File: config.mk
export PLATFORM = sky130hd
export DESIGN_NAME = dual_width_fetch
export DESIGN_NICKNAME = d
export VERILOG_FILES = /design/src/rtl/dwf_pkg.sv /design/src/rtl/dwf_pc.sv /design/src/rtl/dwf_expand.sv /design/src/rtl/dual_width_fetch.sv
export SDC_FILE = /design/constraint.sdc
export NUM_CORES = 1
export LEC_CHECK = 0
export BUFFER_PORTS_ARGS = -buffer_cell sky130_fd_sc_hd__buf_2
export CORE_UTILIZATION = 31
export DETAILED_ROUTE_END_ITERATION = 12
export PLACE_DENSITY = 0.66
export SYNTH_ARGS = -nofsm -noshare
export SYNTH_HDL_FRONTEND = slang
export SYNTH_SLANG_ARGS = --single-unit
File: constraint.sdc
create_clock -name clk -period 1.7 [get_ports clk]
set_input_delay 0 -clock clk [delete_from_list [all_inputs] [get_ports clk]]
set_output_delay 0 -clock clk [all_outputs]
set_load 0.005 [all_outputs]
File: src/rtl/dwf_pkg.sv
package dwf_pkg;
  localparam int unsigned WORD_W  = 32;
  localparam int unsigned HALF_W  = WORD_W / 2;
  localparam int unsigned OPC_W   = 4;
  localparam int unsigned MODE_W  = 3;
  localparam int unsigned REG_W   = 5;
  localparam int unsigned SIZE_W  = 2;
  localparam int unsigned XBITS_W = 6;  // extension bits taken from the second halfword

  typedef struct packed {
    logic [OPC_W-1:0]  opc;
    logic [MODE_W-1:0] src_mode;
    logic [REG_W-1:0]  src_reg;
    logic [MODE_W-1:0] dst_mode;
    logic [REG_W-1:0]  dst_reg;
    logic [SIZE_W-1:0] size;
  } dec_rec_t;

  typedef enum logic [1:0] {
    ST_IDLE  = 2'd0,
    ST_WAIT  = 2'd1,
    ST_HOLD  = 2'd2,
    ST_FAULT = 2'd3
  } fetch_state_t;
endpackage

File: src/rtl/dwf_pc.sv
module dwf_pc #(
  parameter int unsigned ADDR_W = 32,
  parameter int unsigned PAGE_W = 16,
  parameter logic [ADDR_W-1:0] RESET_PC = '0
) (
  input  logic              clk,
  input  logic              rst_n,
  input  logic              redir_en,
  input  logic [ADDR_W-1:0] redir_pc,
  input  logic              redir_wide,
  input  logic              adv_en,
  input  logic              adv_wide,
  output logic [ADDR_W-1:0] pc
);
  logic [ADDR_W-1:0] tgt;
  logic [ADDR_W-1:0] pc_redir;
  logic [ADDR_W-1:0] pc_step;

  assign tgt = redir_pc & ~ADDR_W'(1);

  generate
    if (PAGE_W < ADDR_W) begin : g_paged
      // narrow mode: page number above PAGE_W is frozen
      assign pc_redir = redir_wide ? tgt : {pc[ADDR_W-1:PAGE_W], tgt[PAGE_W-1:0]};
      assign pc_step  = adv_wide ? pc + ADDR_W'(4)
                                 : {pc[ADDR_W-1:PAGE_W], pc[PAGE_W-1:0] + PAGE_W'(2)};

      a_r6_page_kept_on_step: assert property (@(posedge clk) disable iff (!rst_n)
        adv_en && !adv_wide && !redir_en |=> $stable(pc[ADDR_W-1:PAGE_W]));
      a_r8_page_kept_on_redirect: assert property (@(posedge clk) disable iff (!rst_n)
        redir_en && !redir_wide |=> $stable(pc[ADDR_W-1:PAGE_W]));
    end else begin : g_flat
      assign pc_redir = tgt;
      assign pc_step  = adv_wide ? pc + ADDR_W'(4) : pc + ADDR_W'(2);
    end
  endgenerate

  always_ff @(posedge clk or negedge rst_n) begin
    if (!rst_n)        pc <= RESET_PC;
    else if (redir_en) pc <= pc_redir;
    else if (adv_en)   pc <= pc_step;
  end

  a_r8_even_after_redirect: assert property (@(posedge clk) disable iff (!rst_n)
    redir_en |=> !pc[0]);
endmodule

File: src/rtl/dwf_expand.sv
module dwf_expand
  import dwf_pkg::*;
(
  input  logic [WORD_W-1:0] word,
  input  logic              sel_low,
  input  logic              wide,
  output dec_rec_t          rec
);
  logic [HALF_W-1:0]  hw;
  logic [XBITS_W-1:0] xb;

  // first halfword sits in the upper bits; narrow mode may pick the lower one
  assign hw = (!wide && sel_low) ? word[HALF_W-1:0] : word[WORD_W-1:HALF_W];
  // widened bits come only from the second halfword, and only in wide mode
  assign xb = wide ? word[HALF_W-1:HALF_W-XBITS_W] : '0;

  always_comb begin
    rec.opc      = hw[15:12];
    rec.src_mode = {xb[5], hw[11:10]};
    rec.src_reg  = {xb[4], hw[9:6]};
    rec.dst_mode = {xb[3], hw[5:4]};
    rec.dst_reg  = {xb[2], hw[3:0]};
    rec.size     = xb[1:0];
  end

  always_comb begin
    if (!wide) begin
      a_r4_zero_fill: assert (rec.size == '0 && !rec.src_mode[2] && !rec.dst_mode[2]
                              && !rec.src_reg[4] && !rec.dst_reg[4]);
    end
  end
endmodule

File: src/rtl/dual_width_fetch.sv
module dual_width_fetch
  import dwf_pkg::*;
#(
  parameter int unsigned ADDR_W = 32,
  parameter int unsigned PAGE_W = 16,
  parameter logic [ADDR_W-1:0] RESET_PC = '0
) (
  input  logic              clk,
  input  logic              rst_n,
  input  logic              wide_mode,
  input  logic              redirect_valid,
  input  logic [ADDR_W-1:0] redirect_pc,
  output logic              req_valid,
  input  logic              req_ready,
  output logic [ADDR_W-1:0] req_addr,
  input  logic              rsp_valid,
  input  logic [WORD_W-1:0] rsp_data,
  output logic              dec_valid,
  input  logic              dec_ready,
  output logic [OPC_W-1:0]  dec_opcode,
  output logic [MODE_W-1:0] dec_src_mode,
  output logic [REG_W-1:0]  dec_src_reg,
  output logic [MODE_W-1:0] dec_dst_mode,
  output logic [REG_W-1:0]  dec_dst_reg,
  output logic [SIZE_W-1:0] dec_size,
  output logic [ADDR_W-1:0] dec_pc,
  output logic              align_fault
);
  fetch_state_t      st_q, st_d;
  logic              drop_q, drop_d;
  logic              wide_q;
  logic [WORD_W-1:0] word_q;
  logic [ADDR_W-1:0] pc;
  dec_rec_t          rec;
  logic              misaligned;
  logic              accept;
  logic              advance;

  assign misaligned = wide_mode & pc[1];
  assign req_valid  = (st_q == ST_IDLE) & ~misaligned & ~redirect_valid;
  assign req_addr   = {pc[ADDR_W-1:2], 2'b00};
  assign accept     = req_valid & req_ready;
  assign advance    = (st_q == ST_HOLD) & dec_ready & ~redirect_valid;

  always_comb begin
    st_d   = st_q;
    drop_d = drop_q;
    if (redirect_valid) begin
      if (st_q == ST_WAIT && !rsp_valid) begin
        drop_d = 1'b1;               // read still owed: swallow it later
      end else begin
        st_d   = ST_IDLE;
        drop_d = 1'b0;
      end
    end else begin
      unique case (st_q)
        ST_IDLE: begin
          if (misaligned)     st_d = ST_FAULT;
          else if (req_ready) st_d = ST_WAIT;
        end
        ST_WAIT: begin
          if (rsp_valid) begin
            st_d   = drop_q ? ST_IDLE : ST_HOLD;
            drop_d = 1'b0;
          end
        end
        ST_HOLD:  if (dec_ready) st_d = ST_IDLE;
        ST_FAULT: st_d = ST_FAULT;
        default:  st_d = ST_IDLE;
      endcase
    end
  end

  always_ff @(posedge clk or negedge rst_n) begin
    if (!rst_n) begin
      st_q   <= ST_IDLE;
      drop_q <= 1'b0;
      wide_q <= 1'b0;
      word_q <= '0;
    end else begin
      st_q   <= st_d;
      drop_q <= drop_d;
      if (accept) wide_q <= wide_mode;
      if (st_q == ST_WAIT && rsp_valid) word_q <= rsp_data;
    end
  end

  dwf_pc #(.ADDR_W(ADDR_W), .PAGE_W(PAGE_W), .RESET_PC(RESET_PC)) u_pc (
    .clk        (clk),
    .rst_n      (rst_n),
    .redir_en   (redirect_valid),
    .redir_pc   (redirect_pc),
    .redir_wide (wide_mode),
    .adv_en     (advance),
    .adv_wide   (wide_q),
    .pc         (pc)
  );

  dwf_expand u_exp (
    .word    (word_q),
    .sel_low (pc[1]),
    .wide    (wide_q),
    .rec     (rec)
  );

  assign dec_valid    = (st_q == ST_HOLD);
  assign dec_opcode   = rec.opc;
  assign dec_src_mode = rec.src_mode;
  assign dec_src_reg  = rec.src_reg;
  assign dec_dst_mode = rec.dst_mode;
  assign dec_dst_reg  = rec.dst_reg;
  assign dec_size     = rec.size;
  assign dec_pc       = pc;
  assign align_fault  = (st_q == ST_FAULT);

  a_r10_dec_hold: assert property (@(posedge clk) disable iff (!rst_n)
    dec_valid && !dec_ready && !redirect_valid |=>
      dec_valid && $stable(rec) && $stable(dec_pc));
  a_r10_req_hold: assert property (@(posedge clk) disable iff (!rst_n)
    req_valid && !req_ready && !redirect_valid |=> $stable(req_addr));
  a_r7_fault_quiet: assert property (@(posedge clk) disable iff (!rst_n)
    align_fault |-> !req_valid && !dec_valid);
  a_r2_single_outstanding: assert property (@(posedge clk) disable iff (!rst_n)
    dec_valid |-> !req_valid);
  a_r9_drop_no_output: assert property (@(posedge clk) disable iff (!rst_n)
    st_q == ST_WAIT && drop_q && rsp_valid && !redirect_valid |=> !dec_valid);
  a_r11_width_held: assert property (@(posedge clk) disable iff (!rst_n)
    st_q != ST_IDLE |=> $stable(wide_q));
endmodule

==> results of run 1 <==
-- power groups by stage --
| stage | logic (mW) | registers, mW | clock network, mW |
|---|---|---|---|
| after floorplan | 1.77 | 2.59 | 0 |
| after global placement | 2.98 | 2.52 | 0 |
| after detailed placement | 3.07 | 2.56 | 0 |
| after CTS | 3.26 | 2.53 | 1.93 |
| after global routing | 3.68 | 2.63 | 1.99 |
| final | 3.36 | 2.56 | 1.89 |
-- stage by stage --
stage / cell area [µm²] / util, %
6_report: 6111 / 50.25
3_3_place_gp: 5016 / 41.24
3_5_place_dp: 5016 / 41.24
4_1_cts: 6013 / 49.44
5_1_grt: 6111 / 50.25
2_1_floorplan: 3935 / -
-- kinds of logic after synthesis --
| family | synth area share [%] |
|---|---|
| AOI/OAI and AO/OA | 10.68 |
| xor gates and xnor gates | 2.909 |
| adders and majority gates | 1.918 |
| buffers and inverters | 8.919 |
| DFF | 42.84 |
| muxes | 16.14 |
| other | 0.09582 |
| and+or+nand+nor | 16.50 |
-- Yosys cell counts (6+ instances only) --
cell type	count	area (µm²)
clkbuf_1	9	33.78
o21ai_0	30	150.1
nor2_1	16	60.06
a22oi_1	8	60.06
buf_4	35	262.8
and2_1	7	43.79
mux2_2	49	551.8
xnor2_1	8	70.07
and3_1	8	50.05
ha_1	6	75.07
nand3_1	22	110.1
nand2_1	35	131.4
nand4_1	6	37.54
mux2i_1	8	80.08
dfrtp_1	67	1677
inv_1	7	26.28
a21oi_1	11	55.05
-- worst max-delay path, delay by kind of cell, from the launching register on --
kind          cells  cell delay (ps)
simple gates      5              970
flops             1              420
buf+inv           1              190
-- layer usage --
| metal | vias up | GRT usage [%] | part of all wire (%) |
|---|---|---|---|
| li1 | 1830 | - | - |
| met1 | 1857 | 21.51 | 42 |
| met2 | 164 | 34.38 | 50 |
| met3 | 15 | 6.300 | 6.4 |
| met4 | 0 | 5.801 | 1.3 |
| met5 | - | 0 | 0 |
-- flip-flops by register name, summed over array words and instances (netlist names) --
| name | count |
|---|---|
| u_pc.pc | 31 |
| st_q | 2 |
| word_q | 32 |
| drop_q | 1 |
| wide_q | 1 |
-- how the worst max path moves through the flow --
| stage | to | slack, ps | cells after the start |
|---|---|---|---|
| after floorplan | u_pc.pc[18] | 4 | 6 |
| after global placement | u_pc.pc[7] | 30 | 7 |
| after detailed placement | u_pc.pc[9] | -50 | 7 |
| after CTS | dec_dst_reg[3] | 3 | 5 |
| after global routing | u_pc.pc[29] | -70 | 6 |
| final | u_pc.pc[29] | 40 | 6 |
-- cell type report --
class / instances / area, µm²
Sequential cell: 67 / 1677
Inverter: 7 / 26.28
Clock inverter: 2 / 35.03
Fill cell: 1092 / 6051
Clock buffer: 13 / 260.3
Multi-Input combinational cell: 266 / 1991
Tap cell: 168 / 210.2
Timing Repair Buffer: 276 / 1912
-- what timing repair did --
action                                  CTS  global route
hold buffers                             68             0
pin swaps                                 1             7
gates resized for setup                   2            24
endpoints found under the hold margin   131             0
setup buffers                             1             3
endpoints found under the setup margin   23            41
==> results.cfg, run 1 <==
[placement]
pre_cts_ws_ps = -45.08
port_buffers = 155
dp_hpwl_um = 8299
placed_cells = 712
gp_congestion = 0.8928

[detailed_routing]
vias = 3866
post-route-drc-count = 0
drtIter0Drc = 285
antenna_left = 0
wl_um = 12180
first_pass_iters = 4
wl_per_cell_um = 15.24
vias_per_cell = 4.839

[sta]
fin_ws_ps = 39.15
finClkSkew_ps = 5.020
finalHoldViolations = 0
setup_viol = 0
max_freq_mhz = 602.1
slew_violations = 0
finalSetupTns_ps = 0
rsz0062_at_grt = yes
min_period_over_period_pct = 97.70
fin_hold_ws_ps = 24.36
period_minus_slack_ps = 1661

[power]
power_mw = 7.818
p_int_mw = 5.266
power.share.combinational_pct = 43.0
switching_power_mw = 2.552
vdd_drop_max_uv = 921.7
power_density_nw_per_um2 = 1279
swShare_pct = 32.64
p_leak_nw = 2.944
power_frac_clock_pct = 24.2
seqPwrFrac_pct = 32.8

[global_routing]
grt_pass1_vias = 3937
grt_pass1_wl_um = 19310
grt_max_degree = 46
grt_usage_pct = 19.17
antenna_found_initial = 0
overflow = 0

[clocking]
worstSkewPairLatency_ps = 340
clkTransAtPathRegs_ps = 60
ctsRootBufferMaster = clkbuf_16
cts_tree = built
clock_sinks = 67
htree_num_levels = 3
clockBufferDepth = 2
tritoncts.num_buffers = 9

[synthesis]
synth-main-ff-cell = dfrtp_1
ys_warn_count = 0
syn_inst = 388
ys_seq_area_share_pct = 42.84
avgSynthCellArea_um2 = 10.09
ys_types = 51
netlist_area_um2 = 3914
synth_edf_count = 0
synthArstFlopShare_pct = 100.0
synth-seq-cells = 67

[worst_setup_path]
worst_r2r_endpoint = u_pc.pc[29]
path_common_cell = nand3_2
cp_slowest_cell = dfrtp_1
rrSetupSlack_ps = 40
crit_fanout = 7
end_kind = register
cp_cell_sequence = nand3_2, nor4_4, buf_4, nand3_2, or4_1, nand3_1
crit_start = u_pc.pc[12]
worstPathRequired_ps = 1980
criticalPathCategory = reg2reg
reg2reg_from = u_pc.pc[12]
r2r_cells = 6
cp-start-kind = register
worst_path_largest_cell_delay_ps = 420
cp.arrival_ps = 1940

[hold_path]
min_from = redirect_pc[25]
holdPathStages = 4
holdPathEnd = u_pc.pc[25]
worst_hold_path_type = in2reg

[die]
io_pins = 160
dieArea_um2 = 13080
initial_core_util_pct = 32.18
coreArea_um2 = 12160
fp.dieH_um = 114.4
die-width_um = 114.4
row_count = 40

[final_layout]
area_growth_pct = 56.14
layout_common_cells = 155 x buf_2, 68 x dlygate4sd3_1, 67 x dfrtp_1
fin_nets = 704
finalNonFillerCells = 799
final_common_cell = buf_2
drive_gt1_share_pct = 47.39
antenna_cells = 0

[run_status]
status = completed

[flow_run]
cap_violations = 0
Power figures use the tool's default switching activity.
==> run 2, diff against run 1 <==
--- a/config.mk
+++ b/config.mk
@@ -8,6 +8,7 @@
 export BUFFER_PORTS_ARGS = -buffer_cell sky130_fd_sc_hd__buf_2
 export CORE_UTILIZATION = 31
 export DETAILED_ROUTE_END_ITERATION = 12
+export MAX_ROUTING_LAYER = met4
 export PLACE_DENSITY = 0.66
 export SYNTH_ARGS = -nofsm -noshare
 export SYNTH_HDL_FRONTEND = slang
==> run 2 against run 1 <==
Effect of this change:
- routed wire length did not move
- core utilization did not move
- sequential share of layout area did not move
- combinational power barely moved
- via count barely moved
- design area did not move
- global-route usage rose by 0.60 points
- critical path depth did not move
- first-iteration DRC count fell by 3.5%
- non-clock buffer count did not move
- cell count did not move
- critical path type unchanged
- largest power group unchanged
==> results.cfg, run 2 (synthesis results as in run 1) <==
[global_routing]
grt_max_degree = 46
grt_pass1_vias = 3941
antenna_found_initial = 0
grt_usage_pct = 19.77
overflow = 0
grt_pass1_wl_um = 19320

[placement]
dp_hpwl_um = 8299
placed_cells = 712
gp_congestion = 0.9078
port_buffers = 155
pre_cts_ws_ps = -45.08

[final_layout]
reg_top3 = word_q x32, u_pc.pc x31, st_q x2
final_common_cell = buf_2
fin_nets = 704
antenna_cells = 0
drive_gt1_share_pct = 47.39
regArea_um2 = 1677
fillers = 1092
largest_reg_flops = 32
largest_register = word_q
layout_common_cells = 155 x buf_2, 68 x dlygate4sd3_1, 67 x dfrtp_1
area_growth_pct = 56.14
final_util_pct = 50.25
finalNonFillerCells = 799
multi_input_area_um2 = 1991

[clocking]
clkTransAtPathRegs_ps = 60
htree_num_levels = 3
tritoncts.num_buffers = 9
worstSkewPairLatency_ps = 340
clock_sinks = 67
ctsRootBufferMaster = clkbuf_16
clockBufferDepth = 2
cts_tree = built

[detailed_routing]
drtIter0Drc = 275
first_pass_iters = 4
post-route-drc-count = 0
vias = 3865
wl_um = 12180
vias_per_cell = 4.837
wl_per_cell_um = 15.24
antenna_left = 0

[flow_run]
cap_violations = 0

[sta]
finClkSkew_ps = 3.966
finalSetupTns_ps = 0
slew_violations = 0
fin_ws_ps = 47.00
setup_viol = 0
finalHoldViolations = 0
max_freq_mhz = 605.0
rsz0062_at_grt = yes
period_minus_slack_ps = 1653
min_period_over_period_pct = 97.24
fin_hold_ws_ps = 21.52

[run_status]
status = completed

[hold_path]
worst_hold_path_type = in2reg

[worst_setup_path]
worstPathRequired_ps = 1980
end_kind = register
criticalPathCategory = reg2reg
cp-start-kind = register
cp.arrival_ps = 1930
crit_fanout = 7

[die]
io_pins = 160
die-width_um = 114.4
row_count = 40
dieArea_um2 = 13080
coreArea_um2 = 12160
fp.dieH_um = 114.4
initial_core_util_pct = 32.18

[power]
p_leak_nw = 2.944
power_density_nw_per_um2 = 1280
vdd_drop_max_uv = 920.2
run 2: per-layer routing:
layer,track usage (%),share of wire (%),up-vias
met4,5.801,1.3,0
met3,5.558,6.4,16
li1,-,-,1832
met1,22.05,42,1851
met2,34.38,50,166
met5,-,0,-
run 2: worst max-delay path, cell delays in order (launching register included):
cell and delay [ps]:
dfrtp_1 420, nand3_2 120, nor4_4 240, buf_4 190
nand3_2 100, or4_1 410, nand3_1 90
run 2: final cells by class:
class                   instances  area share [%]
multi-input cells             266           32.58
clock buffers                  13           4.259
flip-flops and latches         67           27.44
repair buffers                276           31.29
clock inverters                 2          0.5733
inverters                       7          0.4300
well taps                     168           3.440
run 2: final timing paths:
kind / from / endpoint / slack (ps) / cells past startpoint
worst max-delay path: u_pc.pc[12] / u_pc.pc[29] / 50 / 6
worst min-delay path: redirect_pc[25] / u_pc.pc[25] / 20 / 4
worst max register to register: u_pc.pc[12] / u_pc.pc[29] / 50 / 6
worst min register to register: word_q[1] / word_q[1] / 500 / 1
max in group asynchronous: rst_n / word_q[23] / 1230 / 3
min in group asynchronous: rst_n / u_pc.pc[30] / 190 / 3
run 2: timing repair:
item	4_1_cts	5_1_grt
endpoints found under the setup margin	23	41
hold buffers	68	0
buffers inserted	1	3
resized for setup	2	24
pin swaps	1	7
hold endpoints to repair	131	0
run 2: power breakdown:
part	internal (mW)	switching, mW	leakage [nW]
Sequential	2.19	0.372	0.807
Combinational	1.87	1.49	1.99
Clock	1.21	0.689	0.146
Total	5.27	2.55	2.94
run 2: per-stage QoR:
step,power (mW),area [µm²]
after floorplan,4.355,3935
after global placement,5.503,5016
after CTS,7.720,6013
after detailed placement,5.626,5016
after global routing,8.290,6111
final,7.821,6111
==> run 3, diff against run 2 <==
==> constraint.sdc (replaced) <==
create_clock -name clk -period 1.38 [get_ports clk]
set_input_delay 0 -clock clk [delete_from_list [all_inputs] [get_ports clk]]
set_output_delay 0 -clock clk [all_outputs]
set_load 0.005 [all_outputs]
==> run 3 against run 2 <==
Effect of this change:
- worst setup slack got worse by 320 ps
- routed wire length rose by 14%
- register-to-register slack got worse by 320 ps
- global-route usage up 2.0 points
- core utilization up 7.8 points
- first-iteration DRC count down 17%
- power increased by 44%
- clock power up 24%
- maximum frequency increased by 0.28%
- non-clock buffer count is 37 higher
- flip-flop and latch count unchanged
- the flow now finishes with violations (setup timing)
- clock skew about the same
==> results.cfg, run 3 (synthesis results as in run 1) <==
[die]
io_pins = 160
fp.dieH_um = 114.4
coreArea_um2 = 12160
die-width_um = 114.4
row_count = 40
dieArea_um2 = 13080
initial_core_util_pct = 32.18

[final_layout]
final_common_cell = buf_2
fin_nets = 741
regArea_um2 = 1688
antenna_cells = 0
drive_gt1_share_pct = 58.74
fillers = 976
largest_reg_flops = 32
area_growth_pct = 80.43
largest_register = word_q
finalNonFillerCells = 837
layout_common_cells = 149 x buf_2, 65 x dlygate4sd3_1, 64 x buf_4
reg_top3 = word_q x32, u_pc.pc x31, st_q x2
multi_input_area_um2 = 2434

[flow_run]
cap_violations = 0

[power]
vdd_drop_max_uv = 1238
p_leak_nw = 3.456
power_density_nw_per_um2 = 1599

[detailed_routing]
antenna_left = 0
post-route-drc-count = 0
wl_um = 13840
vias_per_cell = 4.889
drtIter0Drc = 229
wl_per_cell_um = 16.54
first_pass_iters = 5
vias = 4092

[worst_setup_path]
path_common_cell = and3_4
cp_cell_sequence = inv_2, ha_4, o2111a_1, and3_4, and3_4, xnor2_2, o21ai_1
crit_fanout = 7
end_kind = register
worst_path_largest_cell_delay_ps = 390
worstPathRequired_ps = 1590
path_buf_inv = 1
cp_slowest_cell = dfrtp_1
cp_top_family = simple AND/OR/NAND/NOR gates
cp-start-kind = register
cp.arrival_ps = 1860
criticalPathCategory = reg2reg

[placement]
port_buffers = 155
gp_congestion = 0.9002
dp_hpwl_um = 8317
placed_cells = 733

[hold_path]
worst_hold_path_type = in2reg

[clocking]
ctsRootBufferMaster = clkbuf_16
tritoncts.num_buffers = 9
clockBufferDepth = 2
htree_num_levels = 3
cts_tree = built
worstSkewPairLatency_ps = 340
clock_sinks = 67
clkTransAtPathRegs_ps = 60

[global_routing]
antenna_found_initial = 0
grt_max_degree = 68
overflow = 0
grt_usage_pct = 21.74
grt_pass1_vias = 4306
grt_pass1_wl_um = 21310

[run_status]
violations = setup timing
status = finished, violations left

[sta]
finClkSkew_ps = 3.571
finalSetupTns_ps = -11700
fin_ws_ps = -268.3
setup_viol = 75
finalHoldViolations = 0
slew_violations = 0
rsz0062_at_grt = yes
min_period_over_period_pct = 119.4
max_freq_mhz = 606.7
period_minus_slack_ps = 1648
## run 3: cell types whose count changed in the layout (fill, tap and decap cells not counted), moves of 7 or more
cell     delta
dfrtp_2     +9
buf_6      +21
xnor2_1     -7
xnor2_2     +7
buf_4      +17
mux2_2     -30
mux2_4     +30
o21ai_1    +21
nand3_1    -10
nand3_2     +8
o21ai_0    -22
dfrtp_1     -9
## run 3: report_power, final
part	switching [mW]	internal [mW]	total [mW]
combinational	2.33	3.37	5.70
sequential	0.531	2.71	3.24
clock	0.933	1.41	2.34
## run 3: what timing repair did
item	4_1_cts	5_1_grt
endpoints found under the setup margin	81	84
pin swaps	23	29
resized for setup	45	91
hold buffers	65	0
buffers inserted	10	12
cloned	3	1
hold endpoints to repair	131	0
## run 3: per-stage QoR
step | instance area (µm²) | util, % | power, mW | hold WS [ps] | setup WS (ps)
6_report | 7062 | 58.07 | 11.29 | 33.35 | -268.3
5_1_grt | 7062 | 58.07 | 11.95 | 31.15 | -375.8
4_1_cts | 6600 | 54.27 | 10.38 | 25.31 | -237.8
3_5_place_dp | 5301 | 43.59 | 7.302 | 51.23 | -258.2
3_3_place_gp | 5301 | 43.59 | 7.145 | 48.35 | -214.4
2_1_floorplan | 4080 | - | 5.535 | -295.6 | -219.9
## run 3: layout make-up
class,instances,area share [%]
Clock buffer,9,3.189
Clock inverter,7,1.099
Sequential cell,67,23.90
Tap cell,168,2.977
Multi-Input combinational cell,266,34.46
Inverter,7,0.4075
Timing Repair Buffer,313,33.97
## run 3: path summary, 6_finish.rpt
check	from	cells past startpoint	to	slack (ps)
setup reg to reg	st_q[0]	7	u_pc.pc[12]	-270
setup / recovery	st_q[0]	7	u_pc.pc[12]	-270
hold / removal	req_ready	3	wide_q	30
hold reg to reg	word_q[20]	1	word_q[20]	510
min in group asynchronous	rst_n	3	u_pc.pc[31]	210
max in group asynchronous	rst_n	3	u_pc.pc[4]	820
## run 3: worst reg2reg max path, delay by kind of cell (launching register included)
family / cells / cell delay (ps)
simple gates: 2 / 430
xor+xnor: 1 / 100
buf+inv: 1 / 90
flops: 1 / 390
fa+ha+maj: 1 / 190
compound gates: 2 / 310
## run 3: layer usage
layer / vias up / routed length, µm / global-route usage [%]
li1: 1909 / - / -
met1: 1959 / 5405 / 23.91
met2: 194 / 7177 / 37.98
met3: 30 / 921 / 5.453
met4: 0 / 337 / 7.965
met5: - / 0 / -
